## src/rtl/vmask_pkg.sv

```systemverilog
package vmask_pkg;

  typedef enum logic [2:0] {
    OP_ADD = 3'd0,
    OP_MUL = 3'd1,
    OP_CGE = 3'd2,
    OP_TZ  = 3'd3,
    OP_TNZ = 3'd4,
    OP_INV = 3'd5,
    OP_RS6 = 3'd6,
    OP_RS7 = 3'd7
  } vop_e;

  typedef enum logic [1:0] {
    ST_IDLE,
    ST_SCAN,
    ST_RUN,
    ST_FIN
  } seq_st_e;

  function automatic logic is_alu_op(input logic [2:0] o);
    return (o == OP_ADD) || (o == OP_MUL);
  endfunction

  function automatic logic is_mask_write(input logic [2:0] o);
    return (o >= OP_CGE) && (o <= OP_INV);
  endfunction

endpackage

```

## src/rtl/vmask_reg.sv

```systemverilog
module vmask_reg
  import vmask_pkg::*;
#(
  parameter int N = 8,
  parameter int W = 16,
  localparam int LW = $clog2(N + 1)
) (
  input  logic           clk,
  input  logic           rst_n,
  input  logic           we,
  input  logic [2:0]     op,
  input  logic [LW-1:0]  vlen_eff,
  input  logic [N*W-1:0] src_a,
  input  logic [N*W-1:0] src_b,
  output logic [N-1:0]   mask
);

  logic [N-1:0] mask_nxt;

  function automatic logic lane_next(input logic [2:0] o, input logic on,
                                     input logic [W-1:0] x, input logic [W-1:0] y,
                                     input logic cur);
    case (vop_e'(o))
      OP_CGE:  return on & (x >= y);
      OP_TZ:   return on & (x == '0);
      OP_TNZ:  return on & (x != '0);
      OP_INV:  return on & ~cur;
      default: return cur;
    endcase
  endfunction

  for (genvar g = 0; g < N; g++) begin : g_lane
    logic [W-1:0] a_e;
    logic [W-1:0] b_e;
    logic         on;
    assign a_e = src_a[g*W +: W];
    assign b_e = src_b[g*W +: W];
    assign on  = LW'(g) < vlen_eff;
    assign mask_nxt[g] = lane_next(op, on, a_e, b_e, mask[g]);
  end

  always_ff @(posedge clk) begin
    if (!rst_n)  mask <= '1;
    else if (we) mask <= mask_nxt;
  end

  // the mask only moves when a mask operation is accepted
  p_mask_hold_r1: assert property (@(posedge clk) disable iff (!rst_n)
    !we |=> mask == $past(mask));

  // mask operations leave no bit set at or above the length
  p_mask_tail_r8: assert property (@(posedge clk) disable iff (!rst_n)
    (we && is_mask_write(op)) |=> ((mask >> $past(vlen_eff)) == '0));

endmodule

```

## src/rtl/vmask_seq.sv

```systemverilog
module vmask_seq
  import vmask_pkg::*;
#(
  parameter int N = 8,
  localparam int LW = $clog2(N + 1),
  localparam int IW = $clog2(N)
) (
  input  logic          clk,
  input  logic          rst_n,
  input  logic          go,
  input  logic          alu,
  input  logic          dense_in,
  input  logic [LW-1:0] vlen_eff,
  input  logic [N-1:0]  mask,
  output logic          busy,
  output logic          run,
  output logic          pick,
  output logic [IW-1:0] idx,
  output logic          done
);

  seq_st_e       st;
  logic          dense_q;
  logic [LW-1:0] len_q;
  logic [IW-1:0] idx_q;
  logic [N-1:0]  pend;
  logic [N-1:0]  live;
  logic [IW-1:0] first;

  function automatic logic [N-1:0] len_bits(input logic [LW-1:0] l);
    logic [N-1:0] m;
    for (int i = 0; i < N; i++) m[i] = LW'(i) < l;
    return m;
  endfunction

  function automatic logic [IW-1:0] low_bit(input logic [N-1:0] p);
    logic [IW-1:0] r;
    r = '0;
    for (int i = N - 1; i >= 0; i--) if (p[i]) r = IW'(i);
    return r;
  endfunction

  assign live  = mask & len_bits(len_q);
  assign first = low_bit(pend);
  assign busy  = st != ST_IDLE;
  assign run   = st == ST_RUN;
  assign done  = st == ST_FIN;
  assign idx   = dense_q ? first : idx_q;
  assign pick  = run & (dense_q | mask[idx_q]);

  always_ff @(posedge clk) begin
    if (!rst_n) begin
      st      <= ST_IDLE;
      dense_q <= 1'b0;
      len_q   <= '0;
      idx_q   <= '0;
      pend    <= '0;
    end else begin
      case (st)
        ST_IDLE: if (go) begin
          len_q   <= vlen_eff;
          dense_q <= dense_in;
          idx_q   <= '0;
          if (!alu)                st <= ST_FIN;
          else if (dense_in)       st <= ST_SCAN;
          else if (vlen_eff == '0) st <= ST_FIN;
          else                     st <= ST_RUN;
        end
        ST_SCAN: begin
          pend <= live;
          st   <= (live != '0) ? ST_RUN : ST_FIN;
        end
        ST_RUN: begin
          if (dense_q) begin
            pend <= pend & ~(N'(1) << first);
            if ($countones(pend) == 1) st <= ST_FIN;
          end else begin
            idx_q <= idx_q + IW'(1);
            if (LW'(idx_q) + LW'(1) == len_q) st <= ST_FIN;
          end
        end
        default: st <= ST_IDLE;
      endcase
    end
  end

  // done lasts exactly one cycle
  p_done_pulse_r9: assert property (@(posedge clk) disable iff (!rst_n)
    done |=> !done);

  // an accepted request makes the unit busy
  p_busy_go_r10: assert property (@(posedge clk) disable iff (!rst_n)
    go |=> busy);

  // no element at or above the length is issued
  p_in_len_r8: assert property (@(posedge clk) disable iff (!rst_n)
    run |-> (LW'(idx) < len_q));

  // packed issue moves to strictly higher indices
  p_dense_up_r7: assert property (@(posedge clk) disable iff (!rst_n)
    (run && dense_q && $past(run)) |-> (idx > $past(idx)));

  // the scan takes a single cycle
  p_scan_once_r7: assert property (@(posedge clk) disable iff (!rst_n)
    (st == ST_SCAN) |=> (st != ST_SCAN));

endmodule

```

## src/rtl/vmask_exec.sv

```systemverilog
module vmask_exec
  import vmask_pkg::*;
#(
  parameter int N = 8,
  parameter int W = 16,
  localparam int LW = $clog2(N + 1),
  localparam int IW = $clog2(N)
) (
  input  logic           clk,
  input  logic           rst_n,
  input  logic           start,
  input  logic [2:0]     op,
  input  logic [LW-1:0]  vlen,
  input  logic           dense,
  input  logic [N*W-1:0] src_a,
  input  logic [N*W-1:0] src_b,
  output logic           busy,
  output logic           wr_en,
  output logic [IW-1:0]  wr_idx,
  output logic [W-1:0]   wr_data,
  output logic           done
);

  logic [LW-1:0] vlen_eff;
  logic          go;
  logic          alu;
  logic [2:0]    op_q;
  logic [N-1:0]  mask;
  logic          run;
  logic          pick;
  logic [IW-1:0] idx;
  logic [W-1:0]  a_el [N];
  logic [W-1:0]  b_el [N];

  function automatic logic [W-1:0] elem_calc(input logic [2:0] o,
                                             input logic [W-1:0] x,
                                             input logic [W-1:0] y);
    logic [W-1:0] r;
    if (o == OP_MUL) r = x * y;
    else             r = x + y;
    return r;
  endfunction

  for (genvar g = 0; g < N; g++) begin : g_el
    assign a_el[g] = src_a[g*W +: W];
    assign b_el[g] = src_b[g*W +: W];
  end

  assign vlen_eff = (vlen > LW'(N)) ? LW'(N) : vlen;
  assign go       = start & ~busy;
  assign alu      = is_alu_op(op);

  always_ff @(posedge clk) begin
    if (!rst_n)  op_q <= OP_ADD;
    else if (go) op_q <= op;
  end

  vmask_reg #(.N(N), .W(W)) u_mask (
    .clk      (clk),
    .rst_n    (rst_n),
    .we       (go & ~alu),
    .op       (op),
    .vlen_eff (vlen_eff),
    .src_a    (src_a),
    .src_b    (src_b),
    .mask     (mask)
  );

  vmask_seq #(.N(N)) u_seq (
    .clk      (clk),
    .rst_n    (rst_n),
    .go       (go),
    .alu      (alu),
    .dense_in (dense),
    .vlen_eff (vlen_eff),
    .mask     (mask),
    .busy     (busy),
    .run      (run),
    .pick     (pick),
    .idx      (idx),
    .done     (done)
  );

  assign wr_en   = pick;
  assign wr_idx  = idx;
  assign wr_data = elem_calc(op_q, a_el[idx], b_el[idx]);

  // every write lands on an element whose mask bit is set
  p_wr_masked_r6: assert property (@(posedge clk) disable iff (!rst_n)
    wr_en |-> mask[wr_idx]);

  // writes only happen while an element is being issued
  p_wr_in_run_r6: assert property (@(posedge clk) disable iff (!rst_n)
    wr_en |-> (run && busy));

endmodule

```

## config.mk

```make
export PLATFORM = sky130hd
export DESIGN_NAME = vmask_exec
export DESIGN_NICKNAME = d
export VERILOG_FILES = /design/src/rtl/vmask_pkg.sv /design/src/rtl/vmask_reg.sv /design/src/rtl/vmask_seq.sv /design/src/rtl/vmask_exec.sv
export SDC_FILE = /design/constraint.sdc
export NUM_CORES = 1
export LEC_CHECK = 0
export ABC_CLOCK_PERIOD_IN_PS = 8500
export BUFFER_PORTS_ARGS = -buffer_cell sky130_fd_sc_hd__buf_2
export CAP_MARGIN = 25
export CORE_MARGIN = 2
export CORE_UTILIZATION = 57
export CTS_CLUSTER_SIZE = 20
export DETAILED_ROUTE_END_ITERATION = 6
export GPL_ROUTABILITY_DRIVEN = 0
export PLACE_DENSITY = 0.84
export SLEW_MARGIN = 20
export SYNTH_ARGS = -nofsm -noshare
export SYNTH_HDL_FRONTEND = slang
export SYNTH_SLANG_ARGS = --single-unit
```

## constraint.sdc

```tcl
create_clock -name clk -period 8.5 [get_ports clk]
set_input_delay 0.85 -clock clk [delete_from_list [all_inputs] [get_ports clk]]
set_output_delay 0.85 -clock clk [all_outputs]
set_load 0.01 [all_outputs]
```

* After elaboration in Yosys (flattened, before gate mapping)
Cells that the tools add are included.
Storage, ports and cells: memories 0, input port bits 267, memory bits (read-only) 0, word-level logic and storage cells 183, output and inout port bits 22, flip-flop bits (word level) 29, bits in writable memories 0, latch bits 0
Cells by class: shift-type cells 1, muxes and demuxes 41, div/mod/pow operators 0, equality and inequality tests 16, reductions and logical operators 30, add/subtract/negate cells 10, bitwise operators 50, magnitude comparators 27, multipliers 1
Operator list (number):
- $ge A16 B16 Y1 | 8
- $logic_not A16 Y1 | 8
- $reduce_bool A16 Y1 | 8
- $add A32 B32 Y32 | 3
- $bmux W16 S3 | 2
- $mux W16 | 5
- $and A1 B1 Y1 | 35
- $mux W3 | 11
- $eq A32 B2 Y1 const B | 1
- $lt A3 B4 Y1 const A | 8
- $pmux W1 S4 | 8
- $add A16 B16 Y16 | 1
- $and A8 B8 Y8 | 2
- $lt A1 B4 Y1 const A | 4
- $lt A2 B4 Y1 const A | 4
- $mul A16 B16 Y16 | 1
- $pmux W8 S2 | 1
- $mux W2 | 6
- $not A1 Y1 | 10
- $add A1 B1 Y2 | 4
- $mux W8 | 1
- $not A8 Y8 | 1
- $reduce_bool A8 Y1 | 1
- $shl A1 B3 Y8 const A | 1
- 28 further kinds | 42

* Longest topological paths before layout
depth after elaboration 15, depth in mapped cells 37, gate-level depth less buffers 33

* Cells and area by module
A second synthesis with hierarchy kept.
Second synthesis, totals: cells, all modules 1521, area, all modules 12420.7 sq um
By module, submodules not included:
- vmask_exec | sequential area each 60.1 sq um, instances 1, area each 6889.1 sq um, cells an instance 770
- vmask_reg | sequential area each 160.2 sq um, instances 1, area each 3983.8 sq um, cells an instance 554
- vmask_seq | sequential area each 360.3 sq um, instances 1, area each 1547.7 sq um, cells an instance 197

* Worst setup path after synthesis
Ideal clock, no wire load.
path kind register -> output, from reg u_seq.pend[6], to out wr_data[15], required time 7650 ps, cell stages (with the launch flop) 31, setup slack 506 ps, data arrival time 7144 ps, path buffers 2, cells stage by stage dfxtp_1 inv_1 ha_1 or3_1 a32o_1 buf_6 clkinv_8 buf_6 mux2i_1 mux2i_1 mux2i_1 inv_1 ha_1 inv_1 fa_1 fa_1 inv_1 fa_1 fa_1 inv_1 fa_1 fa_1 xor2_1 xnor2_1 xnor2_1 xnor2_1 xnor2_1 xnor3_1 xnor2_1 xnor2_1 o21ai_1
Between the ends: cells in the longest elaborated chain, start to end 14, elaborated cells on any way between the ends 18, those cells by class add/sub (1); mul (1); mux (15); bitwise (1)
RTL lines:
- start, declared | RTL line vmask_seq.sv:26 | logic [N-1:0] pend;
- start signal, assigned | RTL line vmask_seq.sv:70 | pend <= live;
- start signal, assigned | RTL line vmask_seq.sv:75 | pend <= pend & ~(N'(1) << first);
- $mux W3 (*) (7 in series) | RTL line vmask_seq.sv:39 | for (int i = N - 1; i >= 0; i--) if (p[i]) r = IW'(i);
- $mux W3 (*) | RTL line vmask_seq.sv:48 | assign idx = dense_q ? first : idx_q;
- $not A3 Y4 (not written as such) (*) | RTL line vmask_exec.sv:86 | assign wr_data = elem_calc(op_q, a_el[idx], b_el[idx]);
- $bmux W16 S3 | RTL line vmask_exec.sv:86
- $mux W16 (not written as such) (2 in series) | RTL line vmask_exec.sv:86
- $mul A16 B16 Y16 / $add A16 B16 Y16 (equally long branches) | RTL line vmask_exec.sv:39, vmask_exec.sv:40
- $mux W16 (*) | RTL line vmask_exec.sv:39 | if (o == OP_MUL) r = x * y;
- end, declared | RTL line vmask_exec.sv:20 | output logic [W-1:0] wr_data,
Every way passes the cells marked *; elsewhere a longest branch is shown, timed or not. The select of a mux whose other input is x is not followed.

* Worst setup path in the final report
from reg u_seq.pend[7], to out wr_data[15]
Between the ends: cells in the longest elaborated chain, start to end 15, elaborated cells on any way between the ends 19, those cells by class add/sub (1); mul (1); mux (16); bitwise (1)
RTL lines (RTL line):
- $mux W3 (*) (8 in series) | vmask_seq.sv:39
- $mux W3 (*) | vmask_seq.sv:48
- $not A3 Y4 (not written as such) (*) | vmask_exec.sv:86
- $bmux W16 S3 | vmask_exec.sv:86
- $mux W16 (not written as such) (2 in series) | vmask_exec.sv:86
- $mul A16 B16 Y16 / $add A16 B16 Y16 (equally long branches) | vmask_exec.sv:39, vmask_exec.sv:40
- $mux W16 (*) | vmask_exec.sv:39
Marked as above.

==> metrics <==
area grow syn2layout 26.05%; clock latency on the worst-skew pair 0.28 ns; final hold viol count 0; violated checks design-rule violations, negative setup slack; final wirelength 54.78 mm; syn_nets 2235; Worst-path clk slew 0.05 ns; Yosys cell types 78; final setup vio count 2; Via density 6.616; Root Driver clkbuf_16; synthesized flop and latch total 29; IO Count 289; CP Class flop to output port; Post-DRT Antenna Nets 0; first-pass GRT wire length 77.98 mm; Avg WL per Cell 23.62 µm; die area 0.02267 mm²; fin nets 2599; core area 0.02102 mm²; Cell Area, Synth 0.01224 mm²; slowest stage delay, CP 0.56 ns; share of cells above drive strength 1 25.71%; CTS tree done; fin crit period 8.723 ns; DRT iter0 DRCs 2106; chip width 150.6 µm; DP HPWL 41.40 mm; Num CTS Buffers 5; Yosys warning count 0; clock sinks 29; ys flop type dfxtp_1; f_max 114.6 MHz; leading area contributor after synthesis ha_1; Final Max Tran Viols 0; Max Cap Viol 0; WP data required 7.65 ns; Syn Inst Count 1677; Worst-Margin Slew 0.9156 ns; post-route setup slack -0.2230 ns; outcome complete, but fails checks; HP Class flop to flop; Critical Path Fanout Max 6; slew margin rel. 38.42%; Final Skew 0.003015 ns; post-route design area 0.01543 mm²; number of flops mapped to enable cells by yosys 0; r2r setup slk 4.94 ns; RSZ-0062 raised after global routing true; CP max-delay cell fa_1; GRT Overall Usage 44.87%; initial core utilization 58.23%; Avg Synthesized Cell Area 7.300 µm²; Initial DRT Pass Iterations 7; Die Height 150.6 µm; hold buffer count at CTS 0; largest net degree at the start of global routing 36; Final Cycle Share 102.6%; asr flop ratio synth 0%; Top delay family on crit path adder cells; sequential area share after synthesis 4.742%; Synth top area share 21.16%; H-tree Lvls 2; initial antenna violation count 4; crit path DAT 7.87 ns; Remaining DRCs 166; clk buf depth 2; cell row count 53; DP Area 0.01412 mm²; most numerous cell on the critical path fa_1; WP buf/inv 9; Vias 15342; Congestion Overflow GR 0; Setup crit end kind output port; Area contributors post-synth ha_1, fa_1, inv_1, nand2_1, dfxtp_1; Port Buf Inserts 288; vias in the first global route 14902; Worst Setup Start Kind flop
## cell usage after synthesis (9+ instances only)
cell,number
dfxtp_1,29
nand3_1,69
nand2_1,271
a21boi_0,12
clkbuf_1,32
ha_1,207
xnor2_1,38
o211ai_1,51
buf_6,11
fa_1,84
mux2i_1,36
xor2_1,14
nor2_1,107
a211oi_1,9
nand4_1,29
buf_2,10
nor2b_1,28
a21oi_1,54
inv_1,283
nor4_1,33
o21ai_0,50
o21a_1,15
a21o_1,58
nand2b_1,19
## per-stage QoR
| stage | hold slack [ns] | instances | worst slack [ns] | util [%] | setup TNS, ns |
|---|---|---|---|---|---|
| CTS | 0.4778 | 2270 | 0.001864 | 70.32 | 0 |
| floorplan | 0.4472 | 1677 | 0.5059 | - | 0 |
| global placement | 0.4653 | 2230 | 0.1744 | 67.17 | 0 |
| global route | 0.5265 | 2319 | -0.2821 | 73.41 | -0.4375 |
| detailed placement | 0.4718 | 2230 | -0.07962 | 67.17 | -0.07962 |
| finish | 0.4848 | 2319 | -0.2230 | 73.41 | -0.2248 |
## placed cells by master (no fill, tap or decap), types with 14 or more instances in the layout
cell type and instances:
nand2_1 264, a21oi_1 49, a21o_1 58, nor4_1 33, nand3_1 67, mux2i_1 33
nor2b_1 28, buf_2 288, buf_6 18, dfxtp_1 26, nor2_1 104, o211ai_1 51
xor2_1 14, fa_1 76, nand2b_1 19, xnor2_1 37, inv_2 22, inv_1 260
buf_4 90, o21ai_0 46, nand4_1 29, ha_1 199, o21a_1 15
## worst min-delay path, delay by kind of cell, from the launching register on
kind               cells  cell delay [ns]
DFF                    1             0.32
and+or+nand+nor        1             0.05
AOI/OAI and AO/OA      1             0.06
## kinds of logic (layout without fill, tap and decap cells)
family,after synthesis,after routing,share of synthesized area (%)
AND/OR/NAND/NOR,599,600,22.67
buffers and inverters,346,710,11.82
AO/OA/AOI/OAI,316,316,18.05
adder cells (fa/ha/maj),291,291,34.89
XOR/XNOR,54,54,4.037
multiplexers,42,42,3.792
flip-flops,29,29,4.742
other,0,2,0
## flip-flops by register name, indices dropped and copies added, names as in the netlist
| name | cells |
|---|---|
| u_seq.idx_q | 3 |
| u_seq.len_q | 4 |
| u_mask.mask | 8 |
| u_seq.dense_q | 1 |
| u_seq.st | 2 |
| u_seq.pend | 8 |
| op_q | 3 |
## what timing repair did
| item | CTS | global route |
|---|---|---|
| gates resized for setup | 41 | 76 |
| cloned | 8 | 2 |
| setup endpoints to repair | 3 | 4 |
| pin swaps | 25 | 65 |
| setup buffers | 25 | 47 |
## per-layer routing
metal / track usage, % / part of all wire (%) / vias to the layer above
li1: - / - / 6419
met1: 49.98 / 32 / 6887
met2: 70.20 / 42 / 1461
met3: 16.21 / 16 / 569
met4: 33.35 / 11 / 6
met5: 0 / 0.18 / -
## final timing paths
path / start / end / depth (start not counted)
setup / recovery: u_seq.pend[7] / wr_data[15] / 33
hold / removal: op_q[0] / op_q[0] / 2
setup reg to reg: u_seq.pend[1] / u_seq.st[1] / 12
hold reg to reg: op_q[0] / op_q[0] / 2
## final cells by class
class                      count  area, µm²
inverter                     285       1101
multi-input combinational   1303      10470
timing repair inverter         2      22.52
clock buffer                   6      128.9
clock inverter                 2      10.01
antenna                        2      5.005
fill                        1458       5590
timing repair buffer         415       2770
tap                          275      344.1
sequential                    29      584.3
Power is left out: the tool's default activity adds up to more than one toggle a clock period on the data nets, which glitch-free logic cannot reach.
